===== config.mk =====
export PLATFORM = sky130hd
export DESIGN_NAME = col_tile_gain
export DESIGN_NICKNAME = d
export VERILOG_FILES = /design/src/rtl/col_tile_gain.sv
export SDC_FILE = /design/constraint.sdc
export NUM_CORES = 1
export LEC_CHECK = 0
export ABC_AREA = 1
export ABC_CLOCK_PERIOD_IN_PS = 7600
export BUFFER_PORTS_ARGS = -buffer_cell sky130_fd_sc_hd__buf_2
export CELL_PAD_IN_SITES_DETAIL_PLACEMENT = 1
export CELL_PAD_IN_SITES_GLOBAL_PLACEMENT = 1
export CORE_ASPECT_RATIO = 1.1
export CORE_MARGIN = 2
export CORE_UTILIZATION = 45
export CTS_CLUSTER_DIAMETER = 200
export DETAILED_ROUTE_END_ITERATION = 10
export HOLD_SLACK_MARGIN = 0.06
export PLACE_DENSITY = 0.85
export SYNTH_ARGS = -nofsm -noshare
export SYNTH_HDL_FRONTEND = slang
export SYNTH_SLANG_ARGS = --single-unit

===== constraint.sdc =====
create_clock -name clk -period 7.6 [get_ports clk]
set_clock_uncertainty 0.05 [all_clocks]
set_input_delay 0.38 -clock clk [delete_from_list [all_inputs] [get_ports clk]]
set_output_delay 0.38 -clock clk [all_outputs]
set_load 0.005 [all_outputs]

===== src/rtl/col_tile_gain.sv =====
module col_tile_gain #(
  parameter int PIX_W   = 10,
  parameter int COL_W   = 10,
  parameter int CODE_W  = 4,
  parameter int WT_W    = 4,
  parameter int N_TILES = 5,
  parameter int ADDR_W  = 4,
  parameter int X_STEP  = 150,
  parameter int X_MAX   = 752,
  parameter int FRAC    = 2,
  parameter int UNITY   = 4,
  parameter int GAIN_BASE = 8
) (
  input  logic                       clk,
  input  logic                       rst_n,
  input  logic                       cfg_we,
  input  logic [ADDR_W-1:0]          cfg_addr,
  input  logic [COL_W-1:0]           cfg_wdata,
  input  logic                       line_start,
  input  logic                       pix_valid,
  input  logic [PIX_W-1:0]           pix_data,
  output logic                       out_valid,
  output logic [PIX_W-1:0]           out_data,
  output logic [$clog2(N_TILES)-1:0] out_tile,
  output logic [WT_W-1:0]            out_weight
);
  localparam int TW    = $clog2(N_TILES);
  localparam int PW    = PIX_W + CODE_W;
  localparam logic [COL_W-1:0] COL_MAX = {COL_W{1'b1}};
  localparam logic [PIX_W-1:0] PIX_MAX = {PIX_W{1'b1}};

  logic [N_TILES-1:1][COL_W-1:0]  bnd;
  logic [N_TILES-1:0][CODE_W-1:0] gain;
  logic [N_TILES-1:0][WT_W-1:0]   wt;

  logic [COL_W-1:0] col_cnt;
  logic [COL_W-1:0] cur_col;
  logic [TW-1:0]    tile_sel;

  logic             s1_valid;
  logic [PIX_W-1:0] s1_pix;
  logic [TW-1:0]    s1_tile;

  logic [PW-1:0]    prod;
  logic [PW-1:0]    scaled;

  always_ff @(posedge clk or negedge rst_n) begin
    if (!rst_n) begin
      for (int k = 1; k < N_TILES; k++) bnd[k] <= COL_W'(k * X_STEP);
      for (int k = 0; k < N_TILES; k++) begin
        gain[k] <= CODE_W'(UNITY);
        wt[k]   <= {WT_W{1'b1}};
      end
    end else if (cfg_we) begin
      for (int k = 1; k < N_TILES; k++)
        if (cfg_addr == ADDR_W'(k))
          bnd[k] <= (cfg_wdata > COL_W'(X_MAX)) ? COL_W'(X_MAX) : cfg_wdata;
      for (int k = 0; k < N_TILES; k++)
        if (cfg_addr == ADDR_W'(GAIN_BASE + k)) begin
          gain[k] <= cfg_wdata[CODE_W-1:0];
          wt[k]   <= cfg_wdata[CODE_W +: WT_W];
        end
    end
  end

  assign cur_col = line_start ? '0 : col_cnt;

  always_ff @(posedge clk or negedge rst_n) begin
    if (!rst_n)
      col_cnt <= '0;
    else if (pix_valid)
      col_cnt <= (cur_col == COL_MAX) ? COL_MAX : cur_col + 1'b1;
    else if (line_start)
      col_cnt <= '0;
  end

  always_comb begin
    tile_sel = '0;
    for (int k = 1; k < N_TILES; k++)
      if (cur_col >= bnd[k]) tile_sel = TW'(k);
  end

  always_ff @(posedge clk or negedge rst_n) begin
    if (!rst_n) begin
      s1_valid <= 1'b0;
      s1_pix   <= '0;
      s1_tile  <= '0;
    end else begin
      s1_valid <= pix_valid;
      if (pix_valid) begin
        s1_pix  <= pix_data;
        s1_tile <= tile_sel;
      end
    end
  end

  assign prod   = PW'(s1_pix) * PW'(gain[s1_tile]);
  assign scaled = prod >> FRAC;

  always_ff @(posedge clk or negedge rst_n) begin
    if (!rst_n) begin
      out_valid  <= 1'b0;
      out_data   <= '0;
      out_tile   <= '0;
      out_weight <= '0;
    end else begin
      out_valid <= s1_valid;
      if (s1_valid) begin
        out_data   <= (scaled > PW'(PIX_MAX)) ? PIX_MAX : scaled[PIX_W-1:0];
        out_tile   <= s1_tile;
        out_weight <= wt[s1_tile];
      end
    end
  end
endmodule



==> out/summary.txt <==
RUN STATUS
--------------------------------------------------------------------------------
Run status                                                          complete, no violations

GRT
--------------------------------------------------------------------------------
Leftover overflow at the end of global routing                                 0
Global-route wire length before repair                                  35.38 mm
Maximum number of pins on one net before global-route repair                  68
Global-route usage over all layers                                        25.47%
Via count of the first global-routing pass                                  7032
Number of antenna violations at the first check in global routing              0

STA
--------------------------------------------------------------------------------
Max-slew violation count                                                       0
Worst hold slack                                                        120.1 ps
Worst slew margin relative to its limit                                   43.24%
Share of the cycle needed by the critical path after routing              58.52%
Sum of negative setup slack                                                 0 ps
Number of failing setup endpoints in the final timing report                   0
Setup repair after global routing missed its margin                           no
F_max                                                                  224.8 MHz
Transition time of the tightest slew-check pin                          851.4 ps
Post-route minimum period                                                4448 ps
Count of final hold-check violations                                           0

WORST SETUP PATH
--------------------------------------------------------------------------------
R2R cell count                                                                24
Crit Path Class                                                          reg2reg
Crit path arrival time                                                   4720 ps
Worst stage delay on the critical path                                    710 ps
Critical Path Source Type                                                   flop
CP Max Fanout                                                                 22
Most numerous cell on the critical path                                  nand2_1
Kind of cell adding the most delay to the critical path              adder cells
CP Capture Type                                                             flop
Worst path cell trace                                               inv_1 > nand2_1 > nand3_1 > nand3_1 > nand2_1 > inv_1 > nor2_1 > fa_1 > inv_1 > fa_1 > inv_1 > ha_1 > nand2_1 > nand2_1 > inv_1 > nand2_1 > nand2_1 > nand3_1 > nand2_1 > nand2_1 > inv_2 > nand3_1 > nand2_1 > inv_1
Required time of the worst setup path                                    7880 ps
CP Depth                                                                      24
Crit path max-delay cell type                                            dfrtp_1
CP bufs+invs                                                                   7

SYNTHESIS
--------------------------------------------------------------------------------
Netlist area before placement                                           7531 µm²
Number of synthesized flops with an enable pin                                 0
Post-Synthesis Net Count                                                    1066
Yosys reg bits                                                               122
Per-instance average area after synthesis                              7.820 µm²
Synth Instances                                                              963
Share of flip-flops with an asynchronous set or reset                     100.0%
Register area share after synthesis                                       41.22%
Count of different cell masters after synthesis                               41
Total of warnings raised by yosys                                              0
Prevailing post-synth register cell                                      dfrtp_1

CLOCK NETWORK
--------------------------------------------------------------------------------
Worst-path clk slew                                                        70 ps
CTS H-Tree Depth                                                               4
CTS tree                                                                    done
Number of buffers on the longest clock path                                    2
Later-pin clock latency in the skew report                                430 ps
Master cell of the clock root buffer                                   clkbuf_16
Number of buffers inserted during clock tree synthesis                        17
Clock sinks                                                                  122

POWER
--------------------------------------------------------------------------------
Leak Pwr                                                                4.449 nW
IR Drop Worst-Case VDD                                                  169.9 µV
Total power density per cell area                                   268.6 nW/µm²

FLOW RUN
--------------------------------------------------------------------------------
Max cap viols                                                                  0

PLACEMENT
--------------------------------------------------------------------------------
DPL Wire Length                                                         15.44 mm
Number of port buffers                                                        46
Placer's final routability congestion estimate                            0.8779

FLOORPLAN
--------------------------------------------------------------------------------
Site row count                                                                49
Width of the die                                                        127.3 µm
Die footprint                                                          17790 µm²
Floorplan die height                                                    139.7 µm
Core ar.                                                               16370 µm²
Io pins                                                                       47
Starting utilization of the core area                                     46.01%

DRT
--------------------------------------------------------------------------------
Routed vias                                                                 6533
Count of antenna-violating nets left after detailed routing                    0
Routed wirelength normalized by instance count                          17.14 µm
Detailed-route vias per instance                                           5.316
Routed wire length                                                      21.07 mm
DRC violations left                                                            0
First-pass DRT Iterations                                                      4
Starting DRC count in detailed routing                                       266

LAYOUT
--------------------------------------------------------------------------------
Count of antenna diodes in the layout                                          0
Nets                                                                        1115
Fraction of final layout cells with drive strength greater than 1         15.90%
Area growth, synth to finish                                              13.31%

MIN PATH
--------------------------------------------------------------------------------
Worst hold path depth                                                          3
Class of the tightest hold or removal check                               in2reg

placed cells by master, fill, tap and decap left out, types with 2 or more instances in the layout:
| cell | n |
|---|---|
| nand2_1 | 250 |
| inv_1 | 151 |
| o21ai_0 | 113 |
| dfrtp_1 | 81 |
| nor2_1 | 80 |
| ha_1 | 58 |
| buf_2 | 45 |
| dfstp_2 | 41 |
| nand3_1 | 40 |
| a21oi_1 | 39 |
| clkbuf_16 | 17 |
| fa_1 | 16 |
| or2_2 | 11 |
| nand2_2 | 8 |
| nand4_1 | 8 |
| inv_2 | 7 |
| o21ai_1 | 6 |
| o22ai_1 | 5 |
| nor2_2 | 5 |
| clkinv_4 | 4 |
| nand3_2 | 3 |
| clkinvlp_4 | 3 |
| buf_4 | 3 |
| clkinv_2 | 2 |
| nor2_4 | 2 |
| o21a_1 | 2 |
| nor4_1 | 2 |
| nand3b_1 | 2 |
| clkbuf_8 | 2 |
| inv_6 | 2 |
| bufinv_16 | 2 |
worst register-to-register path: stages, from the launching register on:
cell and delay (ps):
dfrtp_1 710, inv_1 350, nand2_1 140, nand3_1 70, nand3_1 90, nand2_1 100, inv_1 230, nor2_1 110
fa_1 550, inv_1 60, fa_1 540, inv_1 50, ha_1 360, nand2_1 90, nand2_1 80, inv_1 100
nand2_1 70, nand2_1 70, nand3_1 70, nand2_1 60, nand2_1 70, inv_2 140, nand3_1 100, nand2_1 70
inv_1 40
through the flow:
step	util, %	instance area (µm²)	worst slack, ps	instances	total power, W
after floorplan	-	7531	4113	963	0.001268
after global placement	48.42	7926	3307	1196	0.001438
after detailed placement	48.42	7926	3170	1196	0.001471
after CTS	52.13	8533	3167	1229	0.002311
after global routing	52.13	8533	2611	1229	0.002442
final	52.13	8533	3152	1229	0.002292
layer usage:
metal  wire [µm]  vias up  global-route usage, %
li1            -     3154                      -
met1        9045     3232                  30.89
met2       10910      116                  45.54
met3         727       31                  4.960
met4         380        0                  7.692
met5           0        -                      0
path summary, 6_finish.rpt:
path / start / to / slack (ps)
max in group asynchronous: rst_n / bnd[11] / 5670
worst min register to register: wt[14] / wt[14] / 430
min in group asynchronous: rst_n / bnd[0] / 510
worst max register to register: s1_tile[0] / out_data[7] / 3150
worst max-delay path: s1_tile[0] / out_data[7] / 3150
worst min-delay path: pix_data[5] / s1_pix[5] / 120
area by class of cell:
type                       count  area, µm²
fill                        2025       7836
multi-input combinational    663       3721
sequential                   122       3104
inverter                     159      598.1
clock buffer                  20      456.7
timing repair buffer          49      257.7
tap                          204      255.2
clock inverter                12      140.1
where the power goes:
| part | internal (W) | switching [W] | leakage (nW) |
|---|---|---|---|
| Clock | 0.000503 | 0.000322 | 0.283 |
| Sequential | 0.000810 | 0.0000671 | 1.44 |
| Combinational | 0.000218 | 0.000372 | 2.73 |
cells in the mapped netlist (2+ instances only):
master | count | area (µm²)
nand2_1 | 250 | 938.4
inv_1 | 151 | 566.8
o21ai_0 | 113 | 565.5
dfrtp_1 | 81 | 2027
nor2_1 | 80 | 300.3
ha_1 | 58 | 725.7
dfstp_2 | 41 | 1077
nand3_1 | 40 | 200.2
a21oi_1 | 39 | 195.2
fa_1 | 16 | 320.3
buf_2 | 11 | 55.05
or2_2 | 11 | 68.82
nand2_2 | 8 | 50.05
nand4_1 | 8 | 50.05
inv_2 | 7 | 26.28
o21ai_1 | 6 | 30.03
nor2_2 | 5 | 31.28
o22ai_1 | 5 | 31.28
clkbuf_1 | 3 | 11.26
nand3_2 | 3 | 30.03
buf_4 | 2 | 15.01
buf_6 | 2 | 22.52
nand3b_1 | 2 | 15.01
nor2_4 | 2 | 22.52
nor4_1 | 2 | 12.51
o21a_1 | 2 | 15.01
cells by family (layout without fill, tap and decap cells):
kind of cell    after synthesis  count (layout)  synth area share (%)
xor+xnor                      2               2                0.2326
fa+ha+maj                    74              74                 13.89
simple gates                417             417                 23.59
buf+inv                     178             240                 9.370
flops                       122             122                 41.22
compound gates              170             170                 11.70
timing repair:
action                                 CTS  global route
buffers inserted                         0             0
resized for setup                        0             0
hold buffers                             1             0
endpoints found under the hold margin   39             0
sequential cells by signal (all words and copies together), names as in the netlist:
name and count:
s1_valid 1, out_weight 4, bnd 40, out_tile 3, gain 20, out_valid 1
col_cnt 10, s1_pix 10, wt 20, out_data 10, s1_tile 3
Note: power is estimated with default switching activity, not from simulation.
